**config.mk**
```make
export PLATFORM = sky130hd
export DESIGN_NAME = dual_clk_updown_ctr
export DESIGN_NICKNAME = d
export VERILOG_FILES = /design/src/rtl/ductr_pkg.sv /design/src/rtl/ductr_edge_sync.sv /design/src/rtl/ductr_step_ctl.sv /design/src/rtl/dual_clk_updown_ctr.sv
export SDC_FILE = /design/constraint.sdc
export NUM_CORES = 1
export LEC_CHECK = 0
export BUFFER_PORTS_ARGS = -buffer_cell sky130_fd_sc_hd__buf_2
export CORE_MARGIN = 3
export CORE_UTILIZATION = 50
export CTS_CLUSTER_SIZE = 10
export DETAILED_ROUTE_END_ITERATION = 12
export GPL_TIMING_DRIVEN = 0
export PLACE_DENSITY = 0.76
export SYNTH_ARGS = -nofsm -noshare
export SYNTH_HDL_FRONTEND = slang
export SYNTH_SLANG_ARGS = --single-unit
```
**constraint.sdc**
```tcl
create_clock -name clk -period 2.3 [get_ports clk]
set_clock_uncertainty 0.2 [all_clocks]
set_input_delay 0.115 -clock clk [delete_from_list [all_inputs] [get_ports clk]]
set_output_delay 0.115 -clock clk [all_outputs]
set_load 0.01 [all_outputs]
```
**src/rtl/ductr_pkg.sv**
```systemverilog
package ductr_pkg;

    localparam int CW = 4;

    typedef logic [CW-1:0] cnt_t;

    typedef enum logic [2:0] {
        STEP_NONE  = 3'd0,
        STEP_UP    = 3'd1,
        STEP_DOWN  = 3'd2,
        STEP_LOAD  = 3'd3,
        STEP_CLEAR = 3'd4
    } step_e;

    typedef struct packed {
        logic lvl;        // synchronized level aligned with the count register
        logic rise;       // one-cycle rising edge indication
        logic steady_hi;  // high now and high in the previous sample
    } edge_t;

    function automatic cnt_t max_of(input logic decade);
        return decade ? cnt_t'(9) : cnt_t'((1 << CW) - 1);
    endfunction

    function automatic cnt_t next_up(input cnt_t c, input cnt_t top);
        if (c >= top) return '0;
        return cnt_t'(c + 1'b1);
    endfunction

    function automatic cnt_t next_down(input cnt_t c, input cnt_t top);
        if (c == '0 || c > top) return top;
        return cnt_t'(c - 1'b1);
    endfunction

endpackage

```
**src/rtl/ductr_edge_sync.sv**
```systemverilog
module ductr_edge_sync
    import ductr_pkg::*;
#(
    parameter int STAGES = 2
) (
    input  logic  clk,
    input  logic  rst,
    input  logic  din,
    output edge_t ev
);

    logic [STAGES-1:0] chain;
    logic              prev_q;
    logic              cur;

    assign cur = chain[STAGES-1];

    always_ff @(posedge clk) begin
        if (rst) begin
            chain  <= '1;
            prev_q <= 1'b1;
        end else begin
            chain  <= {chain[STAGES-2:0], din};
            prev_q <= cur;
        end
    end

    assign ev.lvl       = prev_q;
    assign ev.rise      = cur & ~prev_q;
    assign ev.steady_hi = cur & prev_q;

    // an edge indication lasts exactly one system cycle
    property p_rise_once;
        @(posedge clk) disable iff (rst) ev.rise |=> !ev.rise;
    endproperty
    assert_rise_once_R3: assert property (p_rise_once);

endmodule

```
**src/rtl/ductr_step_ctl.sv**
```systemverilog
module ductr_step_ctl
    import ductr_pkg::*;
(
    input  logic  clk,
    input  logic  rst,
    input  logic  master_clear,
    input  logic  load_n,
    input  edge_t up_ev,
    input  edge_t dn_ev,
    output step_e step
);

    logic hold_q;

    always_ff @(posedge clk) begin
        if (rst) hold_q <= 1'b1;
        else     hold_q <= master_clear | ~load_n;
    end

    always_comb begin
        if (master_clear)                       step = STEP_CLEAR;
        else if (!load_n)                       step = STEP_LOAD;
        else if (hold_q)                        step = STEP_NONE;
        else if (up_ev.rise && dn_ev.steady_hi) step = STEP_UP;
        else if (dn_ev.rise && up_ev.steady_hi) step = STEP_DOWN;
        else                                    step = STEP_NONE;
    end

    // the two counting directions never fire together
    property p_one_dir;
        @(posedge clk) disable iff (rst)
            !(step == STEP_UP && dn_ev.rise) && !(step == STEP_DOWN && up_ev.rise);
    endproperty
    assert_one_direction_R9: assert property (p_one_dir);

endmodule

```
**src/rtl/dual_clk_updown_ctr.sv**
```systemverilog
module dual_clk_updown_ctr
    import ductr_pkg::*;
#(
    parameter bit DECADE      = 1'b1,
    parameter int SYNC_STAGES = 2
) (
    input  logic          clk,
    input  logic          rst,
    input  logic          master_clear,
    input  logic          load_n,
    input  logic [CW-1:0] preset,
    input  logic          up_clk,
    input  logic          dn_clk,
    output logic [CW-1:0] count,
    output logic          carry_n,
    output logic          borrow_n
);

    localparam cnt_t CMAX  = max_of(DECADE);
    localparam int   NCHAN = 2;
    localparam int   CH_UP = 0;
    localparam int   CH_DN = 1;

    logic [NCHAN-1:0] raw;
    edge_t            ev [NCHAN];
    step_e            step;
    cnt_t             count_q;

    assign raw[CH_UP] = up_clk;
    assign raw[CH_DN] = dn_clk;

    for (genvar g = 0; g < NCHAN; g++) begin : g_chan
        ductr_edge_sync #(.STAGES(SYNC_STAGES)) u_sync (
            .clk (clk),
            .rst (rst),
            .din (raw[g]),
            .ev  (ev[g])
        );
    end

    ductr_step_ctl u_ctl (
        .clk          (clk),
        .rst          (rst),
        .master_clear (master_clear),
        .load_n       (load_n),
        .up_ev        (ev[CH_UP]),
        .dn_ev        (ev[CH_DN]),
        .step         (step)
    );

    always_ff @(posedge clk) begin
        if (rst) begin
            count_q <= '0;
        end else begin
            unique case (step)
                STEP_CLEAR: count_q <= '0;
                STEP_LOAD:  count_q <= preset;
                STEP_UP:    count_q <= next_up(count_q, CMAX);
                STEP_DOWN:  count_q <= next_down(count_q, CMAX);
                default:    count_q <= count_q;
            endcase
        end
    end

    assign count    = count_q;
    assign carry_n  = ~((count_q == CMAX) & ~ev[CH_UP].lvl);
    assign borrow_n = ~((count_q == '0)   & ~ev[CH_DN].lvl);

    property p_clear;
        @(posedge clk) disable iff (rst) master_clear |=> (count_q == '0);
    endproperty
    assert_clear_zero_R1: assert property (p_clear);

    property p_load;
        @(posedge clk) disable iff (rst)
            (!master_clear && !load_n) |=> (count_q == $past(preset));
    endproperty
    assert_load_value_R2: assert property (p_load);

    property p_legal_after_step;
        @(posedge clk) disable iff (rst)
            (step == STEP_UP || step == STEP_DOWN) |=> (count_q <= CMAX);
    endproperty
    assert_legal_after_step_R6: assert property (p_legal_after_step);

    property p_carry;
        @(posedge clk) disable iff (rst) !carry_n |-> (count_q == CMAX);
    endproperty
    assert_carry_at_max_R7: assert property (p_carry);

    property p_borrow;
        @(posedge clk) disable iff (rst) !borrow_n |-> (count_q == '0);
    endproperty
    assert_borrow_at_zero_R8: assert property (p_borrow);

    property p_release_drop;
        @(posedge clk) disable iff (rst)
            ($past(master_clear || !load_n) && !master_clear && load_n)
                |=> (count_q == $past(count_q));
    endproperty
    assert_release_drop_R10: assert property (p_release_drop);

endmodule

```
Yosys cells after proc, flatten, opt, wreduce, memory -nomap -nowiden
Cells that the tools add are included.
- register bits after elaboration: 11
- input port bits: 10
- output and inout bits: 6
- logic and storage cells: 48
- add/subtract/negate cells: 2
- magnitude comparators: 2
- eq/ne operators: 5
- muxes and demuxes: 16
- bitwise operators: 12
- reductions and logical operators: 5
- operators by type and width (kind ; count):
    $mux 4 ; 4
    $pmux 4 s4 ; 1
    $mux 3 ; 4
    $and 1x1->1 ; 6
    $eq 3x2->1 const B ; 2
    $mux 1 ; 6
    $not 1->1 ; 5
    $add 4x1->4 const B ; 1
    $eq 4x4->1 const B ; 1
    $ge 4x4->1 const B ; 1
    $gt 4x4->1 const B ; 1
    $logic_not 4->1 ; 1
    $reduce_bool 4->1 ; 1
    $sub 4x1->4 const B ; 1
    $eq 3x1->1 const B ; 1
    $eq 3x3->1 const B ; 1
    $logic_and 1x1->1 ; 2
    $mux 2 ; 1
    $logic_or 1x1->1 ; 1
    $or 1x1->1 ; 1

Logic depth before layout (Yosys ltp)
Gate-level depths: netlist of run 1.
- word-level depth: 13
- mapped depth: 6
- mapped depth without buffers: 6

Hierarchy
From an unflattened synthesis of run 1, not the netlist that was laid out.
- cells, all modules: 94
- area total of the unflattened synthesis: 817.0 um^2
- by module, submodules not included (module ; times used ; cells each ; area an instance (um^2) ; seq. area each (um^2)):
    dual_clk_updown_ctr ; 1 ; 67 ; 549.3 ; 80.1
    ductr_edge_sync ; 2 ; 9 ; 98.8 ; 60.1
    ductr_step_ctl ; 1 ; 9 ; 70.1 ; 20.0

Worst setup path after synthesis of run 1
No wires, ideal clock.
- path kind: register to register
- from: register count_q[1] (netlist: count[1])
- to: register count_q[2] (netlist: count[2])
- library setup time: 0.075 ns
- data arrival time: 1.691 ns
- data required time: 2.025 ns
- setup slack: 0.334 ns
- cell stages (with the launch flop): 7
- path buffers: 0
- clock period less this slack: 1.966 ns
- cells stage by stage: dfxtp_1 > inv_1 > ha_1 > or3b_4 > a2111oi_0 > a211oi_1 > o22ai_1
- longest elaborated chain between the ends: 7
- elaborated cells between the ends (all ways): 15
- classes of those cells: add/sub: 2; order compare: 2; mux: 9; reduce/logical: 2
- RTL lines (element ; line ; RTL):
    start, declared ; dual_clk_updown_ctr.sv:27 ; cnt_t count_q;
    start signal, assigned ; dual_clk_updown_ctr.sv:57 ; STEP_LOAD: count_q <= preset;
    start signal, assigned ; dual_clk_updown_ctr.sv:58 ; STEP_UP: count_q <= next_up(count_q, CMAX);
    start signal, assigned ; dual_clk_updown_ctr.sv:59 ; STEP_DOWN: count_q <= next_down(count_q, CMAX);
    $gt 4x4->1 or $logic_not 4->1 (tied branches) ; ductr_pkg.sv:31 ; if (c == '0 || c > top) return top;
    $logic_or 1x1->1 ; ductr_pkg.sv:31 ;
    $mux 1 ; ductr_pkg.sv:31 ;
    $mux 1 ; dual_clk_updown_ctr.sv:55 ; unique case (step)
    $mux 1 ; dual_clk_updown_ctr.sv:52 ; if (rst) begin
    $mux 4 ; ductr_pkg.sv:32 ; return cnt_t'(c - 1'b1);
    $pmux 4 s4 * ; dual_clk_updown_ctr.sv:55 ;
Mark *: on every way between the ends. The rest lies on a longest branch, timed or not. The select of a mux whose other input is x is not followed.
A chain may end at the register's enable or synchronous reset.

Worst setup path in the final report of run 1
- from: register count_q[0] (netlist: count[0])
- to: register count_q[2] (netlist: count[2])
Same word-level chain as after synthesis.

==> results.sh, run 1 <==
export IMPL_grt_max_degree=11
export IMPL_synth_simple_area_share_pct=26.3
export IMPL_crit_slowest_cell="a2111oi_0"
export IMPL_p_leak_uw=0.000340
export IMPL_n_antenna_cell=0
export IMPL_clk_insertion_delay_late_ps=260
export IMPL_htree_num_levels=1
export IMPL_syn_inst=74
export IMPL_grt_pass1_vias=578
export IMPL_ir_drop_uv=325
export IMPL_place_gp_congestion=0.772
export IMPL_async_reset_ff_share_pct=0
export IMPL_postCtsSetupBuffers=0
export IMPL_layout_common_cells="buf_2, dfxtp_1, or2_2, dlygate4sd3_1, inv_1"
export IMPL_antenna_found_initial=0
export IMPL_die_w_um=42.1
export IMPL_min_path_type="primary input to flop"
export IMPL_synth_top_family_by_area="simple AND/OR/NAND/NOR gates"
export IMPL_synthDistinctLibCells=33
export IMPL_maxCapViolCount=0
export IMPL_crit_path_start_kind="flop"
export IMPL_crit_chain="inv_1 > ha_1 > or3b_4 > a2111oi_0 > a211oi_1 > o22ai_1"
export IMPL_rsz0062_at_grt="no"
export IMPL_pin_count=16
export IMPL_run_status="complete, no violations"
export IMPL_switching_share_pct=23.5
export IMPL_synthMuxAreaShare_pct=1.73
export IMPL_power_uw=393
export IMPL_synth_fa_ha_area_share_pct=5.77
export IMPL_fin_tns_setup_ps=0
export IMPL_synth_xor_area_share_pct=0
export IMPL_syn_area_um2=651
export IMPL_cts_max_path_buffers=2
export IMPL_synthesis_nets=87
export IMPL_power_frac_seq_pct=51.7
export IMPL_wl_mm=1.38
export IMPL_layout_min_cycle_time_ps=2140
export IMPL_route_detailed_drc=0
export IMPL_yosys_register_bits=11
export IMPL_finalCritPeriodShare_pct=93.1
export IMPL_cp_slowest_stage_delay_ps=440
export IMPL_slew_headroom_pct=73.0
export IMPL_register_area_um2=220
export IMPL_synth_edf_count=0
export IMPL_syn_avg_cell_area_um2=8.79
export IMPL_cts_tree="yes"
export IMPL_layout_drive_gt1_share_pct=30.0
export IMPL_max_slew_worst_pin_slew_ps=395
export IMPL_fmax_ghz=0.467
export IMPL_ys_flop_type="dfxtp_1"
export IMPL_drt_iter0_drc=16
export IMPL_syn2layout_area_growth_pct=29.0
export IMPL_fillers=96
export IMPL_fp_dieH_um=42.1
export IMPL_overflow=0
export IMPL_nets=114
export IMPL_vias_per_cell=5.47
export IMPL_whs_ps=26.3
export IMPL_wl_per_cell_um=12.1
export IMPL_num_rows=12
export IMPL_critPathKind="flop to flop"
export IMPL_drv_slew=0
export IMPL_start_util_pct=56.3
export IMPL_cts_hold_fix_buffers=7
export IMPL_p_int_uw=301
export IMPL_antenna_left=0
export IMPL_clk_pin_slew_worst_paths_ps=70
export IMPL_via_count=624
export IMPL_portBuffers=15
export IMPL_p_clk_share_pct=31.6
export IMPL_path_buf_inv=1
export IMPL_seq_area_frac_synth_pct=33.8
export IMPL_clock_sinks=11
export IMPL_cts_resized=0
export IMPL_grt_pass1_wl_mm=2.34
export IMPL_grt_total_usage_pct=16.9
export IMPL_combPwrFrac_pct=16.8
export IMPL_worstSetupEndpointType="flop"
export IMPL_synth_compound_area_share_pct=26.3
export IMPL_final_common_cell="buf_2"
export IMPL_crit_arrival_ps=2120
export IMPL_cts_buffers=3
export IMPL_finalSetupViolCount=0
export IMPL_dr_pass1_iters=2
export IMPL_coreArea_um2=1160
export IMPL_dieArea_um2=1770
export IMPL_multi_input_area_um2=392
export IMPL_cp_max_fo=8
export IMPL_hpwl_um=990
export IMPL_crit_family="compound AO/OA/AOI/OAI gates"
export IMPL_p_switching_uw=92.2
export IMPL_yosysWarnings=0
export IMPL_critPathRequiredTime_ps=2280
export IMPL_hold_viol=0
export IMPL_cts_root_buf="clkbuf_4"
export IMPL_power_density_nw_per_um2=468
[worst reg2reg max path: cells and delay by family (launching register included)]
| kind | cells | cell delay, ps |
|---|---|---|
| flip-flops | 1 | 390 |
| AO/OA/AOI/OAI | 3 | 680 |
| buffers and inverters | 1 | 150 |
| adder cells (fa/ha/maj) | 1 | 240 |
| AND/OR/NAND/NOR | 1 | 410 |
[registers in the layout, indices dropped and copies added, names as in the netlist]
signal                cells
u_ctl.hold_q              1
g_chan.u_sync.chain       4
count                     4
g_chan.u_sync.prev_q      2
[power groups by stage]
stage	combinational, uW	sequential [uW]	clock [uW]
6_report	65.9	203	124
5_1_grt	72.3	204	145
4_1_cts	65.5	203	131
3_5_place_dp	56.0	208	0
3_3_place_gp	55.6	207	0
2_1_floorplan	36.6	207	0
[metrics by stage]
step | area (um^2) | setup slack (ps) | utilization, % | cells
floorplan | 651 | 334 | - | 74
CTS | 840 | 178 | 72.6 | 114
finish | 840 | 160 | 72.6 | 114
global route | 840 | 18.9 | 72.6 | 114
global placement | 743 | 200 | 64.3 | 103
detailed placement | 743 | 199 | 64.3 | 103
[final timing paths]
kind | slack (ps) | cells after the start | from | end
setup reg to reg | 160 | 6 | count[0] | count[2]
hold reg to reg | 210 | 1 | g_chan[0].u_sync.chain[0] | g_chan[0].u_sync.chain[1]
hold / removal | 30 | 4 | preset[1] | count[1]
setup / recovery | 160 | 6 | count[0] | count[2]
[logic make-up (layout without fill, tap and decap cells)]
| group | Yosys count | count (layout) |
|---|---|---|
| and+or+nand+nor | 28 | 28 |
| buffers and inverters | 8 | 34 |
| muxes | 1 | 1 |
| adders and majority gates | 3 | 3 |
| AOI/OAI and AO/OA | 23 | 23 |
| DFF | 11 | 11 |
[cell type report]
cell class	count	area share [%]
multi-input combinational	55	46.6
sequential	11	26.2
timing repair buffer	22	17.3
clock buffer	4	3.13
inverter	6	2.68
tap	14	2.09
buffer	2	1.94
[Yosys cell counts (2+ instances only)]
cell,instances,share of area (%)
nor2b_1,3,2.9
o21bai_1,2,2.3
o32ai_1,3,4.0
dfxtp_1,11,34
or2_2,7,6.7
nor2_1,4,2.3
ha_1,3,5.8
inv_1,6,3.5
a2111oi_0,2,2.7
nand2_1,2,1.2
o21ai_0,3,2.3
a31oi_1,2,1.9
nand3_1,3,2.3
nand2b_1,2,1.9
a21oi_1,3,2.3
[per-layer routing]
layer / wire, um / vias to the layer above / GRT usage (%)
met5: 0 / - / 0
met4: 8 / 0 / 7.45
met1: 664 / 286 / 20.9
met3: 42 / 2 / 3.86
li1: - / 326 / -
met2: 662 / 10 / 27.8
(Power assumes the default switching activity.)
==> run 2, diff against run 1 <==
- PLACE_DENSITY: 0.76 -> default
- PLACE_DENSITY_LB_ADDON: default -> 0.3
==> run 2 against run 1 <==
Compared with the run above:
- count of clock-buffer cells in the layout stayed put
- total power rose by 2.5%
- cell count stayed put
- maximum frequency shrank 2.3%
- critical path depth unchanged
- flip-flop and latch count unchanged
- via count up 4.3%
- combinational power increased by 1%
- global-route usage is 2.1 points higher
- die area unchanged
- sequential power hardly changed
- critical endpoint unchanged
==> results.sh, run 2 (synthesis gave the netlist of run 1 again) <==
export IMPL_critPathRequiredTime_ps=2300
export IMPL_wl_per_cell_um=13.6
export IMPL_run_status="complete, no violations"
export IMPL_ir_drop_uv=319
export IMPL_place_gp_congestion=0.798
export IMPL_layout_common_cells="buf_2, dfxtp_1, or2_2, dlygate4sd3_1, inv_1"
export IMPL_worstSetupEndpointType="flop"
export IMPL_whs_ps=13.4
export IMPL_wl_mm=1.56
export IMPL_clk_pin_slew_worst_paths_ps=70
export IMPL_switching_share_pct=25.2
export IMPL_cp_slowest_stage_delay_ps=460
export IMPL_crit_path_start_kind="flop"
export IMPL_power_frac_seq_pct=50.6
export IMPL_dieArea_um2=1770
export IMPL_layout_min_cycle_time_ps=2190
export IMPL_num_rows=12
export IMPL_power_density_nw_per_um2=480
export IMPL_max_slew_worst_pin_slew_ps=420
export IMPL_dr_pass1_iters=2
export IMPL_crit_slowest_cell="a2111oi_0"
export IMPL_critPathLaunch="count[0]"
export IMPL_pin_count=16
export IMPL_final_common_cell="buf_2"
export IMPL_worstHoldStart="preset[1]"
export IMPL_slew_headroom_pct=71.3
export IMPL_portBuffers=15
export IMPL_layout_drive_gt1_share_pct=30.0
export IMPL_min_path_type="primary input to flop"
export IMPL_overflow=0
export IMPL_clk_insertion_delay_late_ps=270
export IMPL_nets=114
export IMPL_crit_chain="inv_1 > ha_1 > or3b_4 > a2111oi_0 > a211oi_1 > o22ai_1"
export IMPL_r2r_cells=6
export IMPL_crit_arrival_ps=2190
export IMPL_reg2reg_from="count[0]"
export IMPL_cts_root_buf="clkbuf_4"
export IMPL_cp_max_fo=8
export IMPL_holdPathEnd="count[1]"
export IMPL_antenna_found_initial=0
export IMPL_crit_family="compound AO/OA/AOI/OAI gates"
export IMPL_cts_buffers=3
export IMPL_cts_resized=0
export IMPL_grt_total_usage_pct=19.0
export IMPL_grt_pass1_vias=636
export IMPL_cts_max_path_buffers=2
export IMPL_drv_slew=0
export IMPL_syn2layout_area_growth_pct=29.0
export IMPL_grt_max_degree=11
export IMPL_rsz0062_at_grt="yes"
export IMPL_grt_pass1_wl_mm=2.65
export IMPL_combPwrFrac_pct=16.6
export IMPL_htree_num_levels=1
export IMPL_n_antenna_cell=0
export IMPL_p_leak_uw=0.000340
export IMPL_drt_iter0_drc=8
export IMPL_p_clk_share_pct=32.9
export IMPL_r2r_end="count[2]"
export IMPL_finalCritPeriodShare_pct=95.2
export IMPL_vias_per_cell=5.71
export IMPL_critPathKind="flop to flop"
export IMPL_finalSetupViolCount=0
export IMPL_clock_sinks=11
export IMPL_path_buf_inv=1
export IMPL_final_util_pct=72.6
export IMPL_antenna_left=0
export IMPL_die_w_um=42.1
export IMPL_min_path_cells=4
export IMPL_hold_viol=0
export IMPL_route_detailed_drc=0
export IMPL_cts_tree="yes"
export IMPL_coreArea_um2=1160
export IMPL_maxCapViolCount=0
export IMPL_postCtsSetupBuffers=0
export IMPL_fmax_ghz=0.457
export IMPL_p_switching_uw=102
export IMPL_via_count=651
export IMPL_p_int_uw=301
export IMPL_rrSetupSlack_ps=110
export IMPL_start_util_pct=56.3
export IMPL_fp_dieH_um=42.1
export IMPL_hpwl_mm=1.10
## run 2: cell counts in the layout (fill, tap and decap cells not counted)
Identical to the previous run, type by type.
## run 2: power by group through the flow
stage	sequential [uW]	combinational [uW]	clock, uW
finish	204	66.8	132
global placement	208	55.4	0
CTS	204	66.1	137
detailed placement	208	56.8	0
floorplan	207	36.6	0
global route	205	72.8	147
## run 2: metrics by stage
stage,setup slack [ps],setup TNS (ps),total power [uW],cell area (um^2),std cells
floorplan,334,0,244,651,74
global placement,206,0,263,743,103
detailed placement,156,0,265,743,103
CTS,120,0,406,840,114
global route,-28.6,-46.0,424,840,114
finish,109,0,403,840,114
## run 2: worst min-delay path, cell delays in order
cell       delay [ps]
buf_2             100
inv_1              40
o32ai_1            70
o2bb2ai_1         110
## run 2: layer usage
| metal | part of all wire, % | global-route usage (%) | vias to the layer above | wire length, um |
|---|---|---|---|---|
| met4 | 2.5 | 12.4 | 0 | 39 |
| met5 | 0 | 0 | - | 0 |
| met3 | 3.5 | 3.00 | 6 | 55 |
| met1 | 46 | 22.0 | 306 | 715 |
| li1 | - | - | 325 | - |
| met2 | 48 | 31.8 | 14 | 746 |
## run 2: worst max-delay path by stage
| stage | endpoint | slack [ps] | cells past startpoint |
|---|---|---|---|
| floorplan | count[2] | 330 | 6 |
| CTS | count[3] | 120 | 6 |
| global placement | count[3] | 210 | 6 |
| detailed placement | count[3] | 160 | 6 |
| global route | count[3] | -30 | 6 |
| finish | count[2] | 110 | 6 |
## run 2: timing repair
item                                    in CTS  in global routing
hold buffers                                 7                  0
endpoints found under the hold margin       11                  0
endpoints found under the setup margin       0                  2
## run 2: layout make-up
cell class	count	area [um^2]
Sequential cell	11	220
Clock buffer	4	26.3
Buffer	2	16.3
Inverter	6	22.5
Multi-Input combinational cell	55	392
Tap cell	14	17.5
Fill cell	99	317
Timing Repair Buffer	22	145
==> run 3, diff against run 2 <==
- PLACE_DENSITY_LB_ADDON: 0.3 -> 0.15
==> run 3 against run 2 <==
Compared with the run above:
- flip-flop and latch count unchanged
- register-to-register slack better by 50 ps
- non-clock buffer count unchanged
- critical path type unchanged
- largest power group unchanged
==> results.sh, run 3 (synthesis gave the netlist of run 1 again) <==
export IMPL_p_int_uw=301
export IMPL_p_clk_share_pct=31.5
export IMPL_grt_util_met3_pct=1.29
export IMPL_critPathKind="flop to flop"
export IMPL_rrSetupSlack_ps=160
export IMPL_power_frac_seq_pct=51.7
export IMPL_hpwl_mm=1.01
export IMPL_cts_max_path_buffers=2
export IMPL_vias_per_cell=5.41
export IMPL_fin_tns_setup_ps=0
export IMPL_critPathRequiredTime_ps=2270
export IMPL_use_met1_pct=22.4
export IMPL_grt_pass1_wl_mm=2.31
export IMPL_dieArea_um2=1770
export IMPL_crit_arrival_ps=2110
export IMPL_clk_insertion_delay_late_ps=260
export IMPL_pin_count=16
export IMPL_critPathLaunch="count[0]"
export IMPL_cts_resized=0
export IMPL_endpoint="count[3]"
export IMPL_syn2layout_area_growth_pct=29.0
export IMPL_start_util_pct=56.3
export IMPL_antenna_found_initial=0
export IMPL_crit_path_start_kind="flop"
export IMPL_drt_iter0_drc=11
export IMPL_num_rows=12
export IMPL_r2r_cells=6
export IMPL_fp_dieH_um=42.1
export IMPL_wl_per_cell_um=12.4
export IMPL_power_uw=394
export IMPL_combPwrFrac_pct=16.8
export IMPL_cp_max_fo=8
export IMPL_via_count=617
export IMPL_grt_max_degree=11
export IMPL_antenna_left=0
export IMPL_slew_headroom_pct=73.1
export IMPL_layout_min_cycle_time_ps=2140
export IMPL_die_w_um=42.1
export IMPL_place_ws_ps=200
export IMPL_r2r_end="count[3]"
export IMPL_grt_use_met2_pct=25.9
export IMPL_setup_ws_ps=159
export IMPL_whs_ps=32.7
export IMPL_cts_tree="yes"
export IMPL_run_status="complete, no violations"
export IMPL_finalCritPeriodShare_pct=93.1
export IMPL_ir_drop_uv=390
export IMPL_finalSetupViolCount=0
export IMPL_postCtsSetupBuffers=0
export IMPL_route_detailed_drc=0
export IMPL_p_switching_uw=92.5
export IMPL_cts_hold_fix_buffers=7
export IMPL_worstSetupEndpointType="flop"
export IMPL_cts_root_buf="clkbuf_4"
export IMPL_fmax_ghz=0.467
export IMPL_min_path_type="primary input to flop"
export IMPL_htree_num_levels=1
export IMPL_cts_buffers=3
export IMPL_coreArea_um2=1160
export IMPL_nets=114
export IMPL_clock_sinks=11
export IMPL_rsz0062_at_grt="no"
export IMPL_p_leak_uw=0.000340
export IMPL_grt_total_usage_pct=16.6
export IMPL_clk_pin_slew_worst_paths_ps=60
export IMPL_grt_pass1_vias=533
export IMPL_wl_mm=1.41
export IMPL_grt_busiest_layer="met2"
export IMPL_portBuffers=15
export IMPL_place_gp_congestion=0.833
export IMPL_maxCapViolCount=0
export IMPL_layout_drive_gt1_share_pct=30.0
export IMPL_power_density_nw_per_um2=469
export IMPL_n_antenna_cell=0
export IMPL_overflow=0
export IMPL_layout_common_cells="buf_2, dfxtp_1, or2_2, dlygate4sd3_1, inv_1"
export IMPL_dr_pass1_iters=4
export IMPL_final_common_cell="buf_2"
export IMPL_hold_viol=0
export IMPL_switching_share_pct=23.5
export IMPL_max_slew_worst_pin_slew_ps=394
export IMPL_reg2reg_from="count[0]"
export IMPL_drv_slew=0
[run 3: how the worst min path moves through the flow]
stage	start	end	slack (ps)	cells past startpoint
after floorplan	up_clk	g_chan[0].u_sync.chain[0]	20	1
after global placement	dn_clk	g_chan[1].u_sync.chain[0]	100	2
after detailed placement	dn_clk	g_chan[1].u_sync.chain[0]	100	2
after CTS	preset[1]	count[1]	20	4
after global routing	preset[1]	count[1]	20	4
final	preset[1]	count[1]	30	4
[run 3: worst max-delay path, stage by stage (launching register included)]
cell,delay [ps]
dfxtp_1,380
inv_1,150
ha_1,240
or3b_4,410
a211oi_2,330
a21oi_1,70
o32ai_1,260
[run 3: cell type report]
cell class	count	area, um^2
fill	91	317
sequential	11	220
multi-input combinational	55	392
inverter	6	22.5
tap	14	17.5
clock buffer	4	26.3
buffer	2	16.3
timing repair buffer	22	145
[run 3: power by group through the flow]
stage | logic (uW) | clock network [uW] | registers, uW
2_1_floorplan | 36.6 | 0 | 207
3_5_place_dp | 56.5 | 0 | 208
3_3_place_gp | 55.6 | 0 | 207
5_1_grt | 72.1 | 145 | 205
4_1_cts | 65.7 | 132 | 203
6_report | 66.3 | 124 | 203
[run 3: metal layers]
layer / vias to the layer above / wire (um)
met5: - / 0
met4: 0 / 14
met3: 2 / 53
met2: 13 / 636
met1: 273 / 710
li1: 329 / -
[run 3: through the flow]
step,instances,area [um^2],utilization [%]
3_5_place_dp,103,743,64.3
6_report,114,840,72.6
5_1_grt,114,840,72.6
2_1_floorplan,74,651,-
4_1_cts,114,840,72.6
3_3_place_gp,103,743,64.3
